[config.mk]
export PLATFORM = sky130hd
export DESIGN_NAME = smartcard_tx
export DESIGN_NICKNAME = d
export VERILOG_FILES = /design/src/rtl/sctx_pkg.sv /design/src/rtl/sctx_datapath.sv /design/src/rtl/sctx_control.sv /design/src/rtl/smartcard_tx.sv
export SDC_FILE = /design/constraint.sdc
export NUM_CORES = 1
export LEC_CHECK = 0
export BUFFER_PORTS_ARGS = -buffer_cell sky130_fd_sc_hd__buf_2
export CAP_MARGIN = 20
export CORE_ASPECT_RATIO = 0.5
export CORE_MARGIN = 3
export CORE_UTILIZATION = 53
export CTS_BUF_LIST = sky130_fd_sc_hd__clkbuf_4 sky130_fd_sc_hd__clkbuf_8
export DETAILED_ROUTE_END_ITERATION = 8
export PLACE_DENSITY = 0.78
export SLEW_MARGIN = 10
export SYNTH_ARGS = -nofsm -noshare
export SYNTH_HDL_FRONTEND = slang
export SYNTH_SLANG_ARGS = --single-unit
export TNS_END_PERCENT = 30
[constraint.sdc]
create_clock -name clk -period 2.1 [get_ports clk]
set_input_delay 0.21 -clock clk [delete_from_list [all_inputs] [get_ports clk]]
set_output_delay 0.21 -clock clk [all_outputs]
set_load 0.02 [all_outputs]
[src/rtl/sctx_pkg.sv]
package sctx_pkg;
  // Frame positions counted in half-ETUs from the start edge; the value is
  // the half-unit that is completing when the event fires.
  localparam int POS_W = 5;
  localparam logic [POS_W-1:0] DRIVE_END   = 5'd20; // first guard half
  localparam logic [POS_W-1:0] SAMPLE_POS  = 5'd21; // completes at 11.0 ETU
  localparam logic [POS_W-1:0] GUARD0_POS  = 5'd24; // completes at 12.5 ETU
  localparam logic [POS_W-1:0] RESTART_POS = 5'd25; // completes at 13.0 ETU

  typedef struct packed {
    logic       load;    // copy the pending byte into the frame register
    logic       drive;   // a bit is on the wire
    logic [3:0] bitIdx;  // 0 start, 1..8 data, 9 parity
  } sctx_strobe_t;
endpackage

[src/rtl/sctx_datapath.sv]
module sctx_datapath
  import sctx_pkg::*;
#(
  parameter int DIV_W = 8
) (
  input  logic             clk,
  input  logic             rstN,
  input  logic             scEnable,
  input  logic             clkEn,
  input  logic [DIV_W-1:0] rateDiv,
  input  logic             wrData,
  input  logic [7:0]       wrByte,
  input  logic             oddParity,
  input  logic             msbFirst,
  input  logic             invertLine,
  input  sctx_strobe_t     strb,
  output logic             tick,
  output logic             sckOut,
  output logic             dataOut,
  output logic             dataOe
);
  localparam int BYTE_W = 8;

  logic [DIV_W-1:0]  divCnt;
  logic              sckReg;
  logic [BYTE_W-1:0] tdrReg;
  logic [BYTE_W-1:0] frameByte;
  logic [BYTE_W-1:0] revByte;
  logic [BYTE_W-1:0] orderedByte;
  logic [3:0]        dataIdx;
  logic              parityBit;
  logic              lineBit;

  assign tick = scEnable && (divCnt == rateDiv);

  always_ff @(posedge clk) begin
    if (!rstN) begin
      divCnt <= '0;
      sckReg <= 1'b0;
    end else if (!scEnable) begin
      divCnt <= '0;
      sckReg <= 1'b0;
    end else if (tick) begin
      divCnt <= '0;
      sckReg <= !sckReg;
    end else begin
      divCnt <= divCnt + 1'b1;
    end
  end

  assign sckOut = sckReg && clkEn;

  always_ff @(posedge clk) begin
    if (!rstN) begin
      tdrReg    <= '0;
      frameByte <= '0;
    end else begin
      if (wrData)    tdrReg    <= wrByte;
      if (strb.load) frameByte <= tdrReg;
    end
  end

  for (genvar i = 0; i < BYTE_W; i++) begin : g_rev
    assign revByte[i] = frameByte[BYTE_W-1-i];
  end

  assign orderedByte = msbFirst ? revByte : frameByte;
  assign parityBit   = (^frameByte) ^ oddParity;
  assign dataIdx     = strb.bitIdx - 4'd1;

  always_comb begin
    case (strb.bitIdx)
      4'd0:    lineBit = 1'b0;
      4'd9:    lineBit = parityBit ^ invertLine;
      default: lineBit = orderedByte[dataIdx[2:0]] ^ invertLine;
    endcase
  end

  assign dataOe  = strb.drive;
  assign dataOut = strb.drive ? lineBit : 1'b1;

  assert_tick_gap_R1: assert property (@(posedge clk) disable iff (!rstN)
    tick |=> (!tick || rateDiv == '0));

  assert_start_low_R3: assert property (@(posedge clk) disable iff (!rstN)
    (dataOe && strb.bitIdx == 4'd0) |-> !dataOut);

  assert_frame_hold_R7: assert property (@(posedge clk) disable iff (!rstN)
    !strb.load |=> $stable(frameByte));
endmodule

[src/rtl/sctx_control.sv]
module sctx_control
  import sctx_pkg::*;
#(
  parameter int ETU_TICKS = 372
) (
  input  logic         clk,
  input  logic         rstN,
  input  logic         scEnable,
  input  logic         txEn,
  input  logic         rxEn,
  input  logic         gmMode,
  input  logic         wrData,
  input  logic         ersClr,
  input  logic         tick,
  input  logic         dataIn,
  output sctx_strobe_t strb,
  output logic         tendFlag,
  output logic         ersFlag
);
  localparam int HALF_TICKS = ETU_TICKS / 2;
  localparam int SUB_W      = (HALF_TICKS > 1) ? $clog2(HALF_TICKS) : 1;
  localparam logic [SUB_W-1:0] SUB_LAST = SUB_W'(HALF_TICKS - 1);

  logic             active;
  logic             pending;
  logic             errSeen;
  logic [POS_W-1:0] hPos;
  logic [SUB_W-1:0] subCnt;
  logic             blocked;
  logic             startNow;
  logic             halfDone;

  assign blocked  = !scEnable || !txEn || rxEn;
  assign startNow = !blocked && !active && pending;
  assign halfDone = active && tick && (subCnt == SUB_LAST);

  always_ff @(posedge clk) begin
    if (!rstN) begin
      active   <= 1'b0;
      pending  <= 1'b0;
      errSeen  <= 1'b0;
      hPos     <= '0;
      subCnt   <= '0;
      tendFlag <= 1'b1;
      ersFlag  <= 1'b0;
    end else begin
      if (ersClr) ersFlag <= 1'b0;
      if (blocked) begin
        active <= 1'b0;
      end else if (startNow) begin
        active  <= 1'b1;
        pending <= 1'b0;
        errSeen <= 1'b0;
        hPos    <= '0;
        subCnt  <= '0;
      end else if (active && tick) begin
        if (subCnt != SUB_LAST) begin
          subCnt <= subCnt + 1'b1;
        end else begin
          subCnt <= '0;
          if (hPos == SAMPLE_POS) begin
            if (!dataIn) begin
              ersFlag <= 1'b1;
              errSeen <= 1'b1;
              hPos    <= hPos + 1'b1;
            end else if (gmMode) begin
              tendFlag <= 1'b1;
              active   <= 1'b0;
            end else begin
              hPos <= hPos + 1'b1;
            end
          end else if (hPos == GUARD0_POS && !errSeen) begin
            tendFlag <= 1'b1;
            active   <= 1'b0;
          end else if (hPos == RESTART_POS) begin
            hPos    <= '0;
            errSeen <= 1'b0;
          end else begin
            hPos <= hPos + 1'b1;
          end
        end
      end
      if (wrData) begin
        pending  <= 1'b1;
        tendFlag <= 1'b0;
      end
    end
  end

  assign strb.load   = startNow;
  assign strb.drive  = active && (hPos < DRIVE_END);
  assign strb.bitIdx = hPos[4:1];

  assert_no_clash_R10: assert property (@(posedge clk) disable iff (!rstN)
    rxEn |=> !active);

  assert_tend_clear_R8: assert property (@(posedge clk) disable iff (!rstN)
    wrData |=> !tendFlag);

  assert_ers_sticky_R11: assert property (@(posedge clk) disable iff (!rstN)
    (ersFlag && !ersClr) |=> ersFlag);

  assert_guard_release_R2: assert property (@(posedge clk) disable iff (!rstN)
    (halfDone && hPos == SAMPLE_POS) |-> !strb.drive);
endmodule

[src/rtl/smartcard_tx.sv]
module smartcard_tx
  import sctx_pkg::*;
#(
  parameter int DIV_W     = 8,
  parameter int ETU_TICKS = 372
) (
  input  logic             clk,
  input  logic             rstN,
  input  logic             scEnable,
  input  logic             txEn,
  input  logic             rxEn,
  input  logic             clkEn,
  input  logic             gmMode,
  input  logic             oddParity,
  input  logic             msbFirst,
  input  logic             invertLine,
  input  logic             txIe,
  input  logic             rxIe,
  input  logic [DIV_W-1:0] rateDiv,
  input  logic             wrData,
  input  logic [7:0]       wrByte,
  input  logic             ersClr,
  input  logic             dataIn,
  output logic             dataOut,
  output logic             dataOe,
  output logic             sckOut,
  output logic             tendFlag,
  output logic             ersFlag,
  output logic             txiReq,
  output logic             eriReq
);
  sctx_strobe_t strb;
  logic         tick;

  sctx_control #(.ETU_TICKS(ETU_TICKS)) ctrl_i (
    .clk(clk), .rstN(rstN), .scEnable(scEnable), .txEn(txEn), .rxEn(rxEn),
    .gmMode(gmMode), .wrData(wrData), .ersClr(ersClr), .tick(tick),
    .dataIn(dataIn), .strb(strb), .tendFlag(tendFlag), .ersFlag(ersFlag)
  );

  sctx_datapath #(.DIV_W(DIV_W)) dp_i (
    .clk(clk), .rstN(rstN), .scEnable(scEnable), .clkEn(clkEn),
    .rateDiv(rateDiv), .wrData(wrData), .wrByte(wrByte),
    .oddParity(oddParity), .msbFirst(msbFirst), .invertLine(invertLine),
    .strb(strb), .tick(tick), .sckOut(sckOut), .dataOut(dataOut),
    .dataOe(dataOe)
  );

  assign txiReq = tendFlag && txIe;
  assign eriReq = ersFlag && rxIe;

  assert_irq_map_R9: assert property (@(posedge clk) disable iff (!rstN)
    (txiReq == (tendFlag && txIe)) && (eriReq == (ersFlag && rxIe)));
endmodule

-- After elaboration in Yosys (flattened, before gate mapping)
Cells that the tools add are included.
- add/subtract/negate cells: 4
- order comparisons: 2
- equality and inequality tests: 17
- multiplexer cells: 49
- bitwise logic cells: 6
- reduce and logical (&&, ||, !) cells: 34
- operators with widths (kind ; count):
    $mux 5 ; 8
    $mux 1 ; 35
    $mux 8 ; 4
    $add 8x1->8 const B ; 2
    $eq 5x5->1 const B ; 3
    $reduce_and 5->1 ; 2
    $logic_and 1x1->1 ; 9
    $ne 3x2->1 const B ; 3
    $reduce_bool 3->1 ; 3
    $eq 8x8->1 ; 1
    $ne 8x8->1 const B ; 1
    $reduce_xor 8->1 ; 1
    $reduce_and 7->1 ; 1
    $logic_not 1->1 ; 6
    $ne 2x2->1 const B ; 3
    $ne 3x3->1 const B ; 2
    $reduce_and 2->1 ; 3
    $reduce_and 6->1 ; 1
    $reduce_bool 2->1 ; 3
    $add 5x1->5 const B ; 1
    $lt 5x5->1 const B ; 1
    $eq 4x4->1 const B ; 1
    $logic_not 4->1 ; 1
    $lt 3x4->1 const B ; 1
    11 further kinds ; 16
- register bits: 43

-- Logic depth before layout (Yosys ltp)
Gate-level depths: netlist of run 1.
- word-level depth: 9
- mapped depth: 9

-- By module
A second synthesis of run 1 with hierarchy kept.
- cells, all modules: 261
- area, all modules: 2467.4 µm²
- by module, submodules not included (module ; instances ; cells each ; area each (µm²) ; seq. area each (µm²)):
    sctx_datapath ; 1 ; 129 ; 1373.8 ; 500.5
    sctx_control ; 1 ; 130 ; 1081.0 ; 360.3
    smartcard_tx ; 1 ; 2 ; 12.5 ; 0.0

-- Least setup slack after synthesis of run 1
Ideal clock, no wire load.
- path type: reg2out
- start point: reg ctrl_i.hPos[2]
- end point: out dataOut
- data arrival time: 2118 ps
- data required time: 1890 ps
- slack: -228 ps
- stages on the path, launching flop included: 9
- path buffers: 1
- path through: dfxtp_1 clkbuf_1 inv_1 ha_1 mux4_2 mux2i_1 mux2_2 o221a_2 nand3_1
- cells in the longest elaborated chain, start to end: 6
- RTL lines (element ; RTL line ; source):
    start: declaration ; sctx_control.sv:27 ; logic [POS_W-1:0] hPos;
    start signal: assignment ; sctx_control.sv:65 ; hPos <= hPos + 1'b1;
    start signal: assignment ; sctx_control.sv:70 ; hPos <= hPos + 1'b1;
    start signal: assignment ; sctx_control.sv:79 ; hPos <= hPos + 1'b1;
    $sub 3x1->3 ; sctx_datapath.sv:69 ; assign dataIdx = strb.bitIdx - 4'd1;
    $bmux 1 s3 ; sctx_datapath.sv:75 ; default: lineBit = orderedByte[dataIdx[2:0]] ^ invertLine;
    $mux 1 (not written as such) ; sctx_datapath.sv:75 ;
    $xor 1x1->1 ; sctx_datapath.sv:75 ;
    $pmux 1 s2 ; sctx_datapath.sv:72 ; case (strb.bitIdx)
    $mux 1 (*) ; sctx_datapath.sv:80 ; assign dataOut = strb.drive ? lineBit : 1'b1;
    end: declaration ; smartcard_tx.sv:24 ; output logic dataOut,
Mark *: on every way between the ends. The rest lies on a longest branch, timed or not. The select of a mux whose other input is x is not followed.

-- Worst setup path in the final report of run 1
- start point: reg ctrl_i.hPos[1]
- end point: out dataOut
The elaborated chain is that of the path after synthesis.

==> impl_metrics.json, run 1 <==
{
  "outcome": "complete, but fails checks",
  "violations": "negative setup slack",
  "min_to": "dp_i.tdrReg[5]",
  "dieHeight_um": 54.0,
  "max_freq_ghz": 0.415,
  "hold_violations": 0,
  "grt_antenna_before_repair": 0,
  "num_vias": 2177,
  "worstPathMaxFanout": 3,
  "maxCapViolCount": 0,
  "cts_made_buffers": 5,
  "route.top_layer_used": "met4",
  "cts_tree": "built",
  "finalSetupViolCount": 2,
  "synth_top_area_cell": "dfxtp_1",
  "pre_cts_ws_ns": -0.108,
  "synth_area_leaders": "dfxtp_1, mux2i_1, xnor2_1",
  "place_area_um2": 2790,
  "reg2reg_slack_ns": -0.02,
  "die_w_um": 102,
  "netlist.area_leader.share_pct": 35.3,
  "yosys_warnings": 0,
  "gp_congestion": 0.897,
  "hold_start": "wrByte[5]",
  "pin_count": 38,
  "postRouteWirelength_um": 5470,
  "dp.cells": 374,
  "grt.total_usage_pct": 20.2,
  "fin_hold_ws_ns": 0.144,
  "initial_core_util_pct": 58.6,
  "n_fill_cell": 313,
  "multi_input_area_um2": 1610,
  "cts-root-buf": "clkbuf_8",
  "post-route-period-util_pct": 115,
  "drv_slew": 0,
  "ant_nets": 0,
  "row_count": 16,
  "crit_type": "reg -> out",
  "avgSynthCellArea_um2": 8.75,
  "drt-initial-drc-count": 118,
  "ctsLongestPathBuffers": 2,
  "coreArea_um2": 4160,
  "drc_errors": 0,
  "skew_ns": 0.00815,
  "drt-met1-wl_um": 2500,
  "htree_levels": 2,
  "synth-seq-cells": 43,
  "startpoint_type": "flop",
  "ir_drop_mv": 0.340,
  "layout_min_cycle_time_ns": 2.41,
  "synth_edf_count": 0,
  "avgViaCountPerCell": 5.63,
  "synth.distinct_cells": 51,
  "slew_headroom_pct": 57.8,
  "setup_slack_ns": -0.309,
  "max_slew.worst_pin.slew_ns": 0.632,
  "cp.arrival_ns": 2.20,
  "layout.nets": 372,
  "p_per_area_nw_per_um2": 501,
  "final_util_pct": 72.5,
  "leakagePower_nw": 1.21,
  "grt-ovfl-total": 0,
  "final_cell_area_um2": 3020,
  "clk_pin_slew_ns": 0.09,
  "synth_area_um2": 2440,
  "hpwl_um": 3950,
  "cts_hold_buf": 0,
  "synth_cells": 279,
  "synth_top_flop_cell": "dfxtp_1",
  "route.met3.wl_um": 202,
  "die-area_um2": 5510,
  "clock_sinks": 43,
  "grt_pass1_vias": 1978,
  "grt_max_degree": 22,
  "drtPass1Iterations": 4,
  "syn2layout_area_growth_pct": 23.7,
  "num_antenna_cells": 0,
  "synth_most_common_cell": "dfxtp_1",
  "async_flop_share_pct": 0,
  "syn_nets": 319,
  "r2r_end": "ctrl_i.hPos[3]",
  "wire_per_inst_um": 14.1,
  "critPathCaptureType": "output port",
  "final_cell_count_no_fill": 387,
  "synth_commonest_cells": "dfxtp_1, nand2_1, nor2_1, nand3_1, mux2i_1",
  "seqCellArea_um2": 868,
  "r2r-start": "ctrl_i.active",
  "grt_pass1_wl_um": 8700,
  "reg2reg_depth": 5,
  "ys_seq_area_share_pct": 35.3,
  "insertion_delay_ns": 0.30,
  "grt_setup_unrepaired": "yes",
  "portBuffers": 37,
  "drive_above_1_share_pct": 30.0,
  "hp-class": "in -> reg",
  "hold_path_depth": 3,
  "dr_wl_met2_um": 2710,
  "critPathRequiredTime_ns": 1.89
}
==> flip-flops by register name, indices dropped and copies added, names as in the netlist <==
signal / flops
ctrl_i.tendFlag: 1
ctrl_i.errSeen: 1
dp_i.sckReg: 1
ctrl_i.ersFlag: 1
dp_i.divCnt: 8
ctrl_i.pending: 1
dp_i.frameByte: 8
ctrl_i.active: 1
dp_i.tdrReg: 8
ctrl_i.subCnt: 8
ctrl_i.hPos: 5
==> worst max-delay path: stages, from the launching register on <==
cell and delay [ns]:
dfxtp_2 0.34, inv_2 0.05, ha_4 0.28, mux4_2 0.49, mux2i_1 0.17, mux2_4 0.19, o221a_4 0.18, nand3_4 0.06
buf_6 0.13
==> metal layers <==
layer  vias to the layer above  global-route usage [%]
met4                         0                    5.45
met5                         -                       0
met3                         7                    5.69
met1                      1042                    24.6
met2                        35                    35.9
li1                       1093                       -
==> repair_timing <==
item	CTS	global route
pin swaps	4	7
resized for setup	9	20
cloned	0	1
endpoints found under the setup margin	5	11
buffers inserted	3	1
==> area by class of cell <==
type | count | share of cell area [%]
clock buffers | 6 | 2.53
clock inverters | 2 | 0.414
inverters | 9 | 1.12
multi-input cells | 215 | 53.4
flip-flops and latches | 43 | 28.7
well taps | 54 | 2.24
repair buffers | 58 | 11.6
==> worst max path at each step <==
stage              startpoint      end  slack, ns  cells past startpoint
3_3_place_gp   ctrl_i.hPos[2]  dataOut       0.01                      8
5_1_grt        ctrl_i.hPos[1]  dataOut      -0.38                      8
3_5_place_dp   ctrl_i.hPos[2]  dataOut      -0.11                      8
2_1_floorplan  ctrl_i.hPos[2]  dataOut      0.006                      8
6_report       ctrl_i.hPos[1]  dataOut      -0.31                      8
4_1_cts        ctrl_i.hPos[1]  dataOut      -0.31                      8
==> cell usage in the layout (no fill, tap or decap), types with 2 or more instances in the layout <==
cell type  synthesis  routed
nand3_1           19      17
buf_4              0      21
inv_2              0       2
nor4_4             0       2
clkbuf_8           0       5
xor2_1             5       5
nand4b_1           2       2
nor3_1             8       8
dfxtp_1           43      37
o21ai_0           10       9
mux4_2             4       4
buf_2              0      36
xnor2_2            0       3
nand2b_1           3       3
inv_1              9       7
and3_1             3       3
nand2_1           31      30
and2_1             6       6
nor4_1             3       2
o311ai_1           1       2
a21oi_1           15      15
ha_1               9       8
or4_4              1       2
xnor2_1           14      11
nand3b_1           9       9
mux2i_1           18      18
nand4_1            2       2
dfxtp_2            0       6
or4b_4             1       2
nor2_1            24      23
==> kinds of logic after synthesis <==
logic type	Yosys count	synth area share, %
AOI/OAI and AO/OA	37	9.48
xor gates and xnor gates	21	8.71
adders and majority gates	9	4.61
buffers and inverters	22	3.69
DFF	43	35.3
muxes	23	11.5
and+or+nand+nor	124	26.7
==> metrics by stage <==
| stage | total power, W | TNS, ns |
|---|---|---|
| 6_report | 0.00151 | -0.333 |
| 5_1_grt | 0.00158 | -0.442 |
| 4_1_cts | 0.00152 | -0.308 |
| 3_5_place_dp | 0.000992 | -0.118 |
| 3_3_place_gp | 0.000986 | 0 |
| 2_1_floorplan | 0.000937 | 0 |
==> power breakdown <==
group	switching [W]	internal [W]	leakage, nW	total (W)
Sequential	0.0000118	0.000831	0.352	0.000843
Combinational	0.0000716	0.0000671	0.817	0.000139
Clock	0.000287	0.000246	0.0446	0.000533
No activity file was read; power rests on OpenSTA's default activity.
==> inputs of run 2 (changes only) <==
--- a/config.mk
+++ b/config.mk
@@ -9,10 +9,10 @@
 export CAP_MARGIN = 20
 export CORE_ASPECT_RATIO = 0.5
 export CORE_MARGIN = 3
-export CORE_UTILIZATION = 53
+export CORE_UTILIZATION = 59
 export CTS_BUF_LIST = sky130_fd_sc_hd__clkbuf_4 sky130_fd_sc_hd__clkbuf_8
 export DETAILED_ROUTE_END_ITERATION = 8
-export PLACE_DENSITY = 0.78
+export PLACE_DENSITY = 0.82
 export SLEW_MARGIN = 10
 export SYNTH_ARGS = -nofsm -noshare
 export SYNTH_HDL_FRONTEND = slang
==> constraint.sdc (replaced) <==
create_clock -name clk -period 2.37 [get_ports clk]
set_input_delay 0.237 -clock clk [delete_from_list [all_inputs] [get_ports clk]]
set_output_delay 0.237 -clock clk [all_outputs]
set_load 0.02 [all_outputs]
==> run 2 against run 1 <==
Against the previous run: the flow still finishes with violations (negative setup slack); global-route usage increased by 2.3 points; sequential share of layout area increased by 1.7 points; first-iteration DRC count decreased by 19%; largest power group unchanged; highest routed layer unchanged; clock skew decreased by 0.0029 ns; total power decreased by 13%; critical path depth unchanged; cell area decreased by 6.1%; wire length decreased by 2.2%; die area decreased by 9.3%; sequential cell count unchanged.
==> impl_metrics.json, run 2 (synthesis gave the netlist of run 1 again) <==
{
  "clock_sinks": 43,
  "drtPass1Iterations": 4,
  "pin_count": 38,
  "total_power_w": 0.00132,
  "worstPathMaxFanout": 4,
  "drt-initial-drc-count": 95,
  "clk_pin_slew_ns": 0.08,
  "grt_use_met1_pct": 27.7,
  "wire_per_inst_um": 14.4,
  "violations": "negative setup slack",
  "ctsLongestPathBuffers": 2,
  "grt_max_degree": 22,
  "cts-root-buf": "clkbuf_8",
  "coreArea_um2": 3700,
  "grt_antenna_before_repair": 0,
  "drc_errors": 0,
  "hp-class": "in -> reg",
  "grt_pass1_vias": 2043,
  "max_freq_ghz": 0.411,
  "cts_tree": "built",
  "post-route-period-util_pct": 103,
  "initial_core_util_pct": 66.0,
  "grt_pass1_wl_um": 9050,
  "ant_nets": 0,
  "syn2layout_area_growth_pct": 16.1,
  "p_per_area_nw_per_um2": 465,
  "drv_slew": 0,
  "num_antenna_cells": 0,
  "grt_setup_unrepaired": "yes",
  "cts_hold_buf": 0,
  "finalSetupViolCount": 1,
  "gp_congestion": 0.820,
  "grt-ovfl-total": 0,
  "critPathRequiredTime_ns": 2.13,
  "final_common_cell": "dfxtp_1",
  "maxCapViolCount": 0,
  "die-area_um2": 4990,
  "outcome": "complete, but fails checks",
  "crit_type": "reg -> out",
  "hold_violations": 0,
  "skew_ns": 0.00520,
  "layout.nets": 360,
  "insertion_delay_ns": 0.30,
  "layout_min_cycle_time_ns": 2.43,
  "dieHeight_um": 51.5,
  "grt.total_usage_pct": 22.5,
  "cp.arrival_ns": 2.19,
  "leakagePower_nw": 1.12,
  "mostFrequentLayoutCells": "dfxtp_1, buf_2, nand2_1",
  "slew_headroom_pct": 61.7,
  "row_count": 15,
  "die_w_um": 97.0,
  "startpoint_type": "flop",
  "postRouteWirelength_um": 5350,
  "critPathCaptureType": "output port",
  "max_slew.worst_pin.slew_ns": 0.569,
  "num_vias": 2113,
  "htree_levels": 2,
  "tns_ns": -0.0605,
  "hpwl_um": 3820,
  "grt_use_met3_pct": 6.40,
  "reg2reg_slack_ns": 0.19,
  "avgViaCountPerCell": 5.68,
  "drive_above_1_share_pct": 23.1,
  "grt-busiest-layer": "met2",
  "setup_slack_ns": -0.0605,
  "ir_drop_mv": 0.305,
  "portBuffers": 37,
  "gr-usage-met2_pct": 38.4,
  "cts_made_buffers": 5
}
run 2: per-layer routing:
layer | wire length (µm) | up-vias
met5 | 0 | -
met4 | 57 | 0
met3 | 246 | 9
met2 | 2590 | 64
met1 | 2450 | 971
li1 | - | 1069
run 2: per-stage QoR:
step / hold WS, ns / area [µm²] / instances / utilization (%) / setup slack, ns
floorplan: 0.383 / 2440 / 279 / - / 0.0153
global placement: 0.447 / 2690 / 362 / 72.9 / 0.206
detailed placement: 0.449 / 2690 / 362 / 72.9 / 0.129
CTS: 0.165 / 2820 / 370 / 76.2 / -0.0378
global route: 0.190 / 2840 / 372 / 76.7 / -0.131
finish: 0.171 / 2840 / 372 / 76.7 / -0.0605
run 2: final timing paths:
check | startpoint | endpoint | depth (start not counted)
max reg2reg | ctrl_i.subCnt[0] | ctrl_i.errSeen | 6
max | ctrl_i.hPos[1] | dataOut | 8
min | wrByte[7] | dp_i.tdrReg[7] | 3
min reg2reg | dp_i.tdrReg[7] | dp_i.frameByte[7] | 2
run 2: critical path: stages, from the launching register on:
cell	delay, ns
dfxtp_2	0.34
inv_2	0.05
ha_4	0.29
mux4_2	0.51
mux2i_2	0.17
mux2_4	0.19
o221a_4	0.17
nand3_2	0.06
buf_6	0.13
run 2: area by class of cell:
type                       instances  area, µm²
clock inverter                     3       15.0
clock buffer                       5       68.8
fill                             265        862
multi-input combinational        214       1520
inverter                           9       33.8
sequential                        43        863
tap                               51       63.8
timing repair buffer              47        267
run 2: power by group:
part	internal, W	switching [W]	total (W)
Clock	0.000202	0.000254	0.000456
Sequential	0.000736	0.0000107	0.000747
Combinational	0.0000558	0.0000607	0.000116
Total	0.000994	0.000325	0.00132
run 2: timing repair:
action | 4_1_cts | 5_1_grt
setup buffers | 0 | 2
pin swaps | 3 | 2
gates resized for setup | 11 | 1
endpoints found under the setup margin | 1 | 1
